$ cat src/rtl/rxf_pkg.sv
package rxf_pkg;

  localparam int LEN_W  = 11;
  localparam int CODE_W = 4;

  localparam logic [CODE_W-1:0] CODE_OVERRUN = 4'b1000;

  typedef struct packed {
    logic [CODE_W-1:0] code;
    logic [LEN_W-1:0]  len;
  } rxf_entry_t;

  typedef enum logic [1:0] {
    WR_IDLE,
    WR_FILL,
    WR_DROP
  } wr_state_e;

endpackage

$ cat src/rtl/rxf_pkt_queue.sv
module rxf_pkt_queue
  import rxf_pkg::*;
#(
  parameter int DEPTH = 8
) (
  input  logic                           clk,
  input  logic                           rst_n,
  input  logic                           clr,
  input  logic                           push,
  input  rxf_entry_t                     push_entry,
  input  logic                           pop,
  input  logic                           dec_top,
  output rxf_entry_t                     top_entry,
  output logic                           empty,
  output logic                           full
);

  localparam int PTR_W = (DEPTH > 1) ? $clog2(DEPTH) : 1;
  localparam int CNT_W = $clog2(DEPTH + 1);
  localparam logic [PTR_W-1:0] LAST_IDX = PTR_W'(DEPTH - 1);
  localparam logic [CNT_W-1:0] FULL_CNT = CNT_W'(DEPTH);

  logic [PTR_W-1:0] head_q, head_d, tail_q, tail_d;
  logic [CNT_W-1:0] cnt_q, cnt_d;
  rxf_entry_t       slot_view [DEPTH];

  function automatic logic [PTR_W-1:0] bump(input logic [PTR_W-1:0] p);
    return (p == LAST_IDX) ? '0 : p + 1'b1;
  endfunction

  always_comb begin
    head_d = head_q;
    tail_d = tail_q;
    cnt_d  = cnt_q;
    if (clr) begin
      head_d = '0;
      tail_d = '0;
      cnt_d  = '0;
    end else begin
      if (push) tail_d = bump(tail_q);
      if (pop)  head_d = bump(head_q);
      case ({push, pop})
        2'b10:   cnt_d = cnt_q + 1'b1;
        2'b01:   cnt_d = cnt_q - 1'b1;
        default: cnt_d = cnt_q;
      endcase
    end
  end

  always_ff @(posedge clk or negedge rst_n) begin
    if (!rst_n) begin
      head_q <= '0;
      tail_q <= '0;
      cnt_q  <= '0;
    end else begin
      head_q <= head_d;
      tail_q <= tail_d;
      cnt_q  <= cnt_d;
    end
  end

  for (genvar i = 0; i < DEPTH; i++) begin : g_slot
    rxf_entry_t slot_q, slot_d;
    logic       wr_en, dec_en;

    assign wr_en  = push && !clr && (tail_q == PTR_W'(i));
    assign dec_en = dec_top && !clr && (head_q == PTR_W'(i));

    always_comb begin
      slot_d = slot_q;
      if (wr_en)       slot_d = push_entry;
      else if (dec_en) slot_d.len = slot_q.len - 1'b1;
    end

    always_ff @(posedge clk or negedge rst_n) begin
      if (!rst_n)               slot_q <= '0;
      else if (wr_en || dec_en) slot_q <= slot_d;
    end

    assign slot_view[i] = slot_q;
  end

  assign top_entry = slot_view[head_q];
  assign empty     = (cnt_q == '0);
  assign full      = (cnt_q == FULL_CNT);

endmodule

$ cat src/rtl/rxf_byte_meter.sv
module rxf_byte_meter
  import rxf_pkg::*;
#(
  parameter int BYTE_CAP     = 2000,
  parameter int RESUME_BYTES = 4
) (
  input  logic             clk,
  input  logic             rst_n,
  input  logic             clr,
  input  logic             add,
  input  logic             sub1,
  input  logic             sub_pkt,
  input  logic [LEN_W-1:0] sub_len,
  output logic             space,
  output logic             ovr
);

  localparam int OCC_W = $clog2(BYTE_CAP + 1);
  localparam logic [OCC_W-1:0] CAP_V = OCC_W'(BYTE_CAP);
  localparam logic [OCC_W-1:0] LOW_V = OCC_W'(BYTE_CAP - RESUME_BYTES);

  logic [OCC_W-1:0] occ_q, occ_d;
  logic             ovr_q, ovr_d;

  always_comb begin
    occ_d = occ_q + OCC_W'(add) - OCC_W'(sub1)
          - (sub_pkt ? OCC_W'(sub_len) : '0);
    if (clr) occ_d = '0;

    ovr_d = ovr_q;
    if (clr)                 ovr_d = 1'b0;
    else if (occ_d >= CAP_V) ovr_d = 1'b1;
    else if (occ_d <= LOW_V) ovr_d = 1'b0;
  end

  always_ff @(posedge clk or negedge rst_n) begin
    if (!rst_n) begin
      occ_q <= '0;
      ovr_q <= 1'b0;
    end else begin
      occ_q <= occ_d;
      ovr_q <= ovr_d;
    end
  end

  assign space = (occ_q < CAP_V);
  assign ovr   = ovr_q;

endmodule

$ cat src/rtl/rxf_wr_ctrl.sv
module rxf_wr_ctrl
  import rxf_pkg::*;
(
  input  logic              clk,
  input  logic              rst_n,
  input  logic              clr,
  input  logic              wr_byte,
  input  logic              wr_last,
  input  logic [CODE_W-1:0] wr_code,
  input  logic              blocked,
  input  logic              space,
  input  logic              rd_inprog,
  output logic              store,
  output logic              push,
  output rxf_entry_t        push_entry,
  output logic [LEN_W-1:0]  inprog_len,
  output logic              filling
);

  wr_state_e        st_q, st_d;
  logic [LEN_W-1:0] len_q, len_d, len_sum;
  logic             trunc_q, trunc_d;
  logic             lost;

  always_comb begin
    st_d    = st_q;
    trunc_d = trunc_q;
    store   = 1'b0;
    push    = 1'b0;
    lost    = 1'b0;
    case (st_q)
      WR_IDLE: if (wr_byte) begin
        if (blocked) begin
          if (!wr_last) st_d = WR_DROP;
        end else begin
          store = space;
          lost  = !space;
          if (wr_last) push = 1'b1;
          else         st_d = WR_FILL;
        end
      end
      WR_FILL: if (wr_byte) begin
        store = space;
        lost  = !space;
        if (wr_last) begin
          push = 1'b1;
          st_d = WR_IDLE;
        end
      end
      WR_DROP: if (wr_byte && wr_last) st_d = WR_IDLE;
      default: st_d = WR_IDLE;
    endcase

    len_sum         = len_q + LEN_W'(store) - LEN_W'(rd_inprog);
    push_entry.code = (trunc_q || lost) ? CODE_OVERRUN : wr_code;
    push_entry.len  = len_sum;

    if (push) begin
      len_d   = '0;
      trunc_d = 1'b0;
    end else begin
      len_d = len_sum;
      if (lost) trunc_d = 1'b1;
    end

    if (clr) begin
      st_d    = WR_IDLE;
      len_d   = '0;
      trunc_d = 1'b0;
      push    = 1'b0;
      store   = 1'b0;
    end
  end

  always_ff @(posedge clk or negedge rst_n) begin
    if (!rst_n) begin
      st_q    <= WR_IDLE;
      len_q   <= '0;
      trunc_q <= 1'b0;
    end else begin
      st_q    <= st_d;
      len_q   <= len_d;
      trunc_q <= trunc_d;
    end
  end

  assign inprog_len = len_q;
  assign filling    = (st_q == WR_FILL);

endmodule

$ cat src/rtl/rx_fifo_status_tracker.sv
module rx_fifo_status_tracker
  import rxf_pkg::*;
#(
  parameter int BYTE_CAP     = 2000,
  parameter int MAX_PKTS     = 8,
  parameter int RESUME_BYTES = 4
) (
  input  logic        clk,
  input  logic        rst_n,
  input  logic        wr_byte,
  input  logic        wr_last,
  input  logic [3:0]  wr_code,
  input  logic        rd_byte,
  input  logic        discard,
  input  logic        rx_reset,
  output logic [15:0] status,
  output logic        receiving,
  output logic        pkt_limit,
  output logic        rx_overrun,
  output logic        rx_underrun,
  output logic        adapter_fail
);

  rxf_entry_t       top_entry, push_entry;
  logic             q_empty, q_full;
  logic             store, push, filling;
  logic [LEN_W-1:0] inprog_len, top_len;
  logic             space, ovr;
  logic             has_pkt, rd_req, rd_ok, dec_top, rd_inprog, pop;
  logic             und_q, und_d;

  assign has_pkt   = !q_empty;
  assign top_len   = has_pkt ? top_entry.len : inprog_len;
  assign rd_req    = rd_byte && !discard && !rx_reset;
  assign rd_ok     = rd_req && (top_len != '0);
  assign dec_top   = rd_ok && has_pkt;
  assign rd_inprog = rd_ok && !has_pkt;
  assign pop       = discard && has_pkt && !rx_reset;

  rxf_wr_ctrl u_wr (
    .clk        (clk),
    .rst_n      (rst_n),
    .clr        (rx_reset),
    .wr_byte    (wr_byte && !rx_reset),
    .wr_last    (wr_last),
    .wr_code    (wr_code),
    .blocked    (q_full || ovr),
    .space      (space),
    .rd_inprog  (rd_inprog),
    .store      (store),
    .push       (push),
    .push_entry (push_entry),
    .inprog_len (inprog_len),
    .filling    (filling)
  );

  rxf_pkt_queue #(.DEPTH(MAX_PKTS)) u_queue (
    .clk        (clk),
    .rst_n      (rst_n),
    .clr        (rx_reset),
    .push       (push),
    .push_entry (push_entry),
    .pop        (pop),
    .dec_top    (dec_top),
    .top_entry  (top_entry),
    .empty      (q_empty),
    .full       (q_full)
  );

  rxf_byte_meter #(.BYTE_CAP(BYTE_CAP), .RESUME_BYTES(RESUME_BYTES)) u_meter (
    .clk     (clk),
    .rst_n   (rst_n),
    .clr     (rx_reset),
    .add     (store),
    .sub1    (rd_ok),
    .sub_pkt (pop),
    .sub_len (top_entry.len),
    .space   (space),
    .ovr     (ovr)
  );

  always_comb begin
    und_d = und_q;
    if (rx_reset)                      und_d = 1'b0;
    else if (rd_req && top_len == '0)  und_d = 1'b1;
  end

  always_ff @(posedge clk or negedge rst_n) begin
    if (!rst_n) und_q <= 1'b0;
    else        und_q <= und_d;
  end

  assign status       = has_pkt ? {1'b0, top_entry.code, top_entry.len}
                                : {1'b1, 4'b0000, inprog_len};
  assign receiving    = filling;
  assign pkt_limit    = q_full;
  assign rx_overrun   = ovr;
  assign rx_underrun  = und_q;
  assign adapter_fail = und_q;

endmodule


$ cat config.mk
export PLATFORM = sky130hd
export DESIGN_NAME = rx_fifo_status_tracker
export DESIGN_NICKNAME = d
export VERILOG_FILES = /design/src/rtl/rxf_pkg.sv /design/src/rtl/rxf_pkt_queue.sv /design/src/rtl/rxf_byte_meter.sv /design/src/rtl/rxf_wr_ctrl.sv /design/src/rtl/rx_fifo_status_tracker.sv
export SDC_FILE = /design/constraint.sdc
export NUM_CORES = 1
export LEC_CHECK = 0
export ABC_AREA = 1
export CORE_MARGIN = 5
export CORE_UTILIZATION = 41
export DETAILED_ROUTE_END_ITERATION = 7
export PLACE_DENSITY = 0.69
export SLEW_MARGIN = 20
export SYNTH_ARGS = -nofsm -noshare
export SYNTH_HDL_FRONTEND = slang
export SYNTH_SLANG_ARGS = --single-unit
$ cat constraint.sdc
create_clock -name clk -period 4.43 [get_ports clk]
set_clock_uncertainty 0.15 [all_clocks]
set_input_delay 1.329 -clock clk [delete_from_list [all_inputs] [get_ports clk]]
set_output_delay 1.329 -clock clk [all_outputs]
set_load 0.01 [all_outputs]
Word-level counts from Yosys, hierarchy flattened
Index checks and enable logic that the tools add are counted.
Cells by class
  $add $sub $neg: 17
  order comparisons: 4
  equality and inequality tests: 24
  muxes and demuxes: 66
  bitwise operators: 1
  reductions and logical operators: 79
Operators with widths (count)
  two-way mux 11 bit: 21
  subtractor 11 x 1 -> 11 bit (second input constant): 8
  binary-select mux 15 bit (select 3 bit): 1
  AND reduction 2 bit: 16
  two-way mux 15 bit: 2
  logical AND 1 bit: 28
  == test 3 bit (second input constant): 8
  adder 11 x 1 -> 11 bit: 2
  nonzero test 2 bit: 11
  subtractor 11 x 1 -> 11 bit: 2
  two-way mux 1 bit: 20
  two-way mux 3 bit: 6
  two-way mux 16 bit: 1
  two-way mux 2 bit: 8
  == test 3 x 2 -> 1 bit (second input constant): 4
  >= comparator 11 bit (second input constant): 1
  <= comparator 11 bit (second input constant): 1
  logical NOT 11 bit: 1
  < comparator 11 bit (second input constant): 1
  nonzero test 11 bit: 1
  subtractor 11 bit: 1
  logical OR 1 bit: 10
  != test 3 x 2 -> 1 bit (second input constant): 3
  nonzero test 3 bit: 3
  19 further kinds: 31
Storage, ports and cells
  register bits after elaboration: 157
  bits of input ports: 11
  output and inout port bits: 21
  logic and storage cells: 216

Depth between registers and ports, before layout
  depth in word-level cells: 14
  depth in mapped cells: 30
  mapped depth without buffers: 28

Cells and area by module
A second synthesis with hierarchy kept.
Unflattened totals
  cells, all modules: 1715
  area, all modules: 11463.5 um2
Modules (own cells, without submodules)
  rxf_pkt_queue: times used 1, cells each 1211, area each 8361.8 um2, seq. area each 3253.1 um2
  rxf_byte_meter: times used 1, cells each 215, area each 1416.4 um2, seq. area each 300.3 um2
  rxf_wr_ctrl: times used 1, cells each 189, area each 1216.2 um2, seq. area each 350.3 um2
  rx_fifo_status_tracker: times used 1, cells each 100, area each 469.2 um2, seq. area each 25.0 um2

Worst setup path after synthesis
Ideal clock, no wire load.
  kind: input -> register
  start: in rx_reset
  end: reg u_meter.ovr_q (netlist: u_meter.ovr)
  library setup time: 0.072 ns
  arrival time: 4.634 ns
  required time: 4.208 ns
  setup slack: -0.425 ns
  cell stages on the path: 21
  buffers on the path: 1
  cells stage by stage: clkbuf_1 -> clkinv_1 -> nand3_1 -> clkinv_1 -> nand2_1 -> inv_1 -> fa_1 -> inv_1 -> fa_1 -> ha_1 -> fa_1 -> nand3_1 -> nand2_1 -> nand2_1 -> nand2_1 -> a21oi_1 -> or2_2 -> nand3_1 -> nor2_1 -> nand4_1 -> nor2_1
On the way
  word-level cells in the longest chain between the ends: 12
  elaborated cells on any way between the ends: 19
  those cells by class: 3 x add/sub; 2 x order compare; 8 x mux; 6 x reduce/logical
Ends and longest elaborated chain
  from (decl): line rx_fifo_status_tracker.sv:15  | input logic rx_reset,
  logical NOT 1 bit: line rx_fifo_status_tracker.sv:34, rx_fifo_status_tracker.sv:38, rx_fifo_status_tracker.sv:44
  logical AND 1 bit: line rx_fifo_status_tracker.sv:44  | .wr_byte (wr_byte && !rx_reset),
  two-way mux 1 bit, on equally long branches: line rxf_wr_ctrl.sv:42, rxf_wr_ctrl.sv:32
  one-hot mux 1 bit (2 select lines): line rxf_wr_ctrl.sv:31  | case (st_q)
  two-way mux 1 bit: line rxf_wr_ctrl.sv:66  | if (clr) begin
  adder 11 x 1 -> 11 bit: line rxf_byte_meter.sv:26  | occ_d = occ_q + OCC_W'(add) - OCC_W'(sub1)
  subtractor 11 x 1 -> 11 bit: line rxf_byte_meter.sv:26
  subtractor 11 bit: line rxf_byte_meter.sv:27  | - (sub_pkt ? OCC_W'(sub_len) : '0);
  two-way mux 11 bit: line rxf_byte_meter.sv:28  | if (clr) occ_d = '0;
  >= comparator 11 bit: line rxf_byte_meter.sv:32  | else if (occ_d >= CAP_V) ovr_d = 1'b1;
  two-way mux 1 bit: line rxf_byte_meter.sv:32
  two-way mux 1 bit: line rxf_byte_meter.sv:31  | if (clr) ovr_d = 1'b0;
  to (signal assigned): line rxf_byte_meter.sv:42  | ovr_q <= ovr_d;
  to (decl): line rxf_byte_meter.sv:23  | logic ovr_q, ovr_d;
Parallel ways exist; a longest one is shown, timed or not.
A chain may end at the register's enable or synchronous reset.

Worst setup path after layout
  start: reg u_queue.head_q[0]
  end: reg u_meter.ovr_q (netlist: u_meter.ovr)
On the way
  word-level cells in the longest chain between the ends: 13
  elaborated cells on any way between the ends: 16
  those cells by class: 2 x add/sub; 2 x order compare; 8 x mux; 1 x bitwise; 3 x reduce/logical
Ends and longest elaborated chain
  from (decl): line rxf_pkt_queue.sv:23  | logic [PTR_W-1:0] head_q, head_d, tail_q, tail_d;
  from (signal assigned): line rxf_pkt_queue.sv:52  | head_q <= '0;
  from (signal assigned): line rxf_pkt_queue.sv:56  | head_q <= head_d;
  inverter 3 -> 4 bit (not written as such) (*): line rxf_pkt_queue.sv:83  | assign top_entry = slot_view[head_q];
  binary-select mux 15 bit (select 3 bit) (*): line rxf_pkt_queue.sv:83
  two-way mux 15 bit (not written as such) (*) (2 in a row): line rxf_pkt_queue.sv:83
  two-way mux 11 bit: line rx_fifo_status_tracker.sv:33  | assign top_len = has_pkt ? top_entry.len : inprog_len;
  nonzero test 11 bit: line rx_fifo_status_tracker.sv:35  | assign rd_ok = rd_req && (top_len != '0);
  logical AND 1 bit: line rx_fifo_status_tracker.sv:35
  subtractor 11 x 1 -> 11 bit: line rxf_byte_meter.sv:26
  subtractor 11 bit (*): line rxf_byte_meter.sv:27
  two-way mux 11 bit (*): line rxf_byte_meter.sv:28
  >= comparator 11 bit: line rxf_byte_meter.sv:32
  two-way mux 1 bit: line rxf_byte_meter.sv:32
  two-way mux 1 bit: line rxf_byte_meter.sv:31
Every way passes the cells marked *; elsewhere a longest branch is shown, timed or not. The select of a mux whose other input is x is not followed.

==> impl_metrics.ini <==
[power]
p_int_mw = 6.089
power_switching_mw = 5.386
p_leak_nw = 7.293
pwr-share-comb_pct = 67.0
max-vdd-ir-drop_uv = 903.1
power.density_nw_per_um2 = 827.5
seqPwrFrac_pct = 18.3
swShare_pct = 46.94
clkPwrFrac_pct = 14.7

[status]
status = complete, no violations

[die]
fp.dieW_um = 176.7
rows = 61
start_util_pct = 41.24
dieHeight_um = 176.7
dieArea_um2 = 31230
io_pins = 32
core-area_um2 = 27630

[finish]
antenna_cells = 0
regArea_um2 = 3930
multi_input_area_um2 = 6565
fin_util_pct = 50.19
fillerInstances = 2689
syn2layout_area_growth_pct = 21.69
drive_above_1_share_pct = 14.03
fin_nets = 1850

[clock_tree]
cts.path.max_buffers = 2
insertion_delay_ns = 0.45
root_buffer = clkbuf_16
cts-buffers-inserted = 17
postCtsHoldBufs = 0
cts_sinks = 157
path_clk_slew_ns = 0.07
htreeDepth = 4
cts_tree = yes

[yosys]
async_flop_share_pct = 100.0
seq_area_frac_synth_pct = 34.48
avgSynthCellArea_um2 = 6.779
ys_warn_count = 0
synth_top_cell_area_share_pct = 34.48
syn_nets = 1755
yosysMostFrequentCell = nand2_1
netlist_area_um2 = 11390
yosys-top-cells-area = dfrtp_1, nand2_1, nand3_1, o21ai_0, inv_1
synth_edf_count = 0
synthFlopType = dfrtp_1
yosys.area.top_type = dfrtp_1
ys_ff_latch = 157
synthCells = 1681
yosysUniqueCellTypes = 37
synthTopCellsByCount = nand2_1, inv_1, nand3_1, o21ai_0, dfrtp_1

[worst_setup_path]
cpPeakStageDelay_ns = 0.48
crit_fanout = 8
crit_arrival_ns = 4.61
cp-end-kind = flip-flop
setup.worst_path.class = reg -> reg
crit_path_frequent_cell = nand2_2
critPathRequiredTime_ns = 4.65
start_kind = flip-flop
slowest_stage = dfrtp_2

[job]
maxCapViolations = 0

[grt]
antenna_found_initial = 0
met2_usage_pct = 33.48
overflow = 0
grt_use_met3_pct = 3.653
grt_max_degree = 59
grtUsageTotal_pct = 21.87
busiest_layer = met2
use_met1_pct = 31.21
grt_pass1_vias = 10530
grt_pass1_wl_um = 54740

[timing]
slew_violations = 0
timing.final.ws_setup_ns = 0.03811
tightest_slew_ns = 0.9634
period_share_pct = 99.14
period_minus_slack_ns = 4.392
max-slew-margin-rel_pct = 34.11
max_freq_mhz = 227.7
rsz0062_at_grt = yes
setup_viol = 0
hold_viol = 0

[routing]
drtPass1Iterations = 6
drt_iter0_markers = 1226
postRouteAntennaNets = 0
vias = 11570
viasPerCell = 5.340
drc = 0
wl_um = 34660
drt-wirelength-per-cell_um = 16.00

[hold_path]
min_path_type = reg -> reg

[placed_design]
place_congestion = 0.9215
dp_slack_ns = -0.4504
dp_hpwl_um = 23830
io_buffers = 31
==> metrics by stage <==
| step | power [mW] | TNS [ns] | std cells | area (µm²) | hold WS [ns] |
|---|---|---|---|---|---|
| after floorplan | 5.909 | 0 | 1681 | 11430 | 0.2936 |
| after global placement | 8.789 | -1.196 | 2107 | 12530 | 0.3081 |
| after detailed placement | 8.865 | -1.908 | 2107 | 12530 | 0.3163 |
| after CTS | 10.87 | 0 | 2149 | 13440 | 0.3318 |
| after global routing | 12.29 | -0.1907 | 2167 | 13870 | 0.3485 |
| final | 11.47 | 0 | 2167 | 13870 | 0.3309 |
==> logic make-up (layout without fill, tap and decap cells) <==
kind of cell | count (synthesis) | after routing | share of synthesized area (%)
AND/OR/NAND/NOR | 883 | 883 | 32.06
flip-flops | 157 | 157 | 34.48
buffers and inverters | 284 | 392 | 10.84
AO/OA/AOI/OAI | 238 | 238 | 11.07
adder cells (fa/ha/maj) | 63 | 63 | 7.247
XOR/XNOR | 56 | 56 | 4.304
==> sequential cells by signal, indices dropped and copies added, names as in the netlist <==
name,flops
u_queue.cnt_q,4
u_meter.occ_q,11
u_meter.ovr,1
adapter_fail,1
u_queue.tail_q,3
u_queue.g_slot.slot_q,120
u_wr.inprog_len,11
u_wr.trunc_q,1
u_wr.st_q,2
u_queue.head_q,3
==> cell type report <==
class,count,area share [%]
multi-input cells,1240,47.35
flip-flops and latches,157,28.34
repair buffers,157,10.57
inverters,203,5.586
clock buffers,23,3.447
well taps,378,3.411
clock inverters,9,1.299
==> path summary, 6_finish.rpt <==
path	end	depth (start not counted)	slack, ns	startpoint
max in group asynchronous	u_meter.occ_q[1]$_DFF_PN0_	2	2.52	rst_n
max	u_meter.ovr$_DFFE_PN0P_	29	0.04	u_queue.head_q[0]$_DFFE_PN0P_
min	u_queue.g_slot[4].slot_q[14]$_DFFE_PN0P_	2	0.33	u_queue.g_slot[4].slot_q[14]$_DFFE_PN0P_
max reg2reg	u_meter.ovr$_DFFE_PN0P_	29	0.04	u_queue.head_q[0]$_DFFE_PN0P_
min in group asynchronous	u_queue.g_slot[6].slot_q[11]$_DFFE_PN0P_	1	0.70	rst_n
min reg2reg	u_queue.g_slot[4].slot_q[14]$_DFFE_PN0P_	2	0.33	u_queue.g_slot[4].slot_q[14]$_DFFE_PN0P_
==> power groups by stage <==
| stage | clock, mW | sequential (mW) | combinational (mW) |
|---|---|---|---|
| after floorplan | 0 | 2.02 | 3.89 |
| after global placement | 0 | 2.09 | 6.70 |
| after detailed placement | 0 | 2.10 | 6.77 |
| after CTS | 1.71 | 2.09 | 7.08 |
| after global routing | 1.77 | 2.14 | 8.38 |
| final | 1.69 | 2.10 | 7.69 |
==> repair_timing <==
item / in CTS / in global routing
resized for setup: 35 / 64
endpoints found under the setup margin: 2 / 4
buffers inserted: 7 / 15
hold endpoints to repair: 0 / 0
gates cloned: 3 / 3
pin swaps: 12 / 37
==> placed cells by master, fill, tap and decap left out, drive strengths merged <==
cell type / n
a2111oi: 1
a211oi: 1
a21oi: 28
a31oi: 13
and3: 1
buf: 124
bufinv: 5
clkbuf: 26
clkdlybuf4s50: 29
clkinv: 3
clkinvlp: 2
dfrtp: 157
dlymetal6s2s: 1
fa: 5
ha: 58
inv: 202
nand2: 523
nand3: 176
nand4: 17
nor2: 137
nor3: 15
nor4: 11
o211ai: 9
o21a: 1
o21ai: 172
o21bai: 1
o22ai: 9
o2bb2ai: 1
o31ai: 2
or2: 3
xnor2: 6
xor2: 50
==> critical path: cells and delay by family, from the launching register on <==
kind | cells | cell delay, ns
and+or+nand+nor | 19 | 1.71
DFF | 1 | 0.48
adders and majority gates | 4 | 1.34
AOI/OAI and AO/OA | 1 | 0.15
buffers and inverters | 5 | 0.45
==> routing by layer <==
metal,up-vias,wire length (µm)
met4,0,1206
met2,476,15590
met1,5433,15360
li1,5572,-
met3,91,2514
met5,-,0
(Power assumes the default switching activity.)
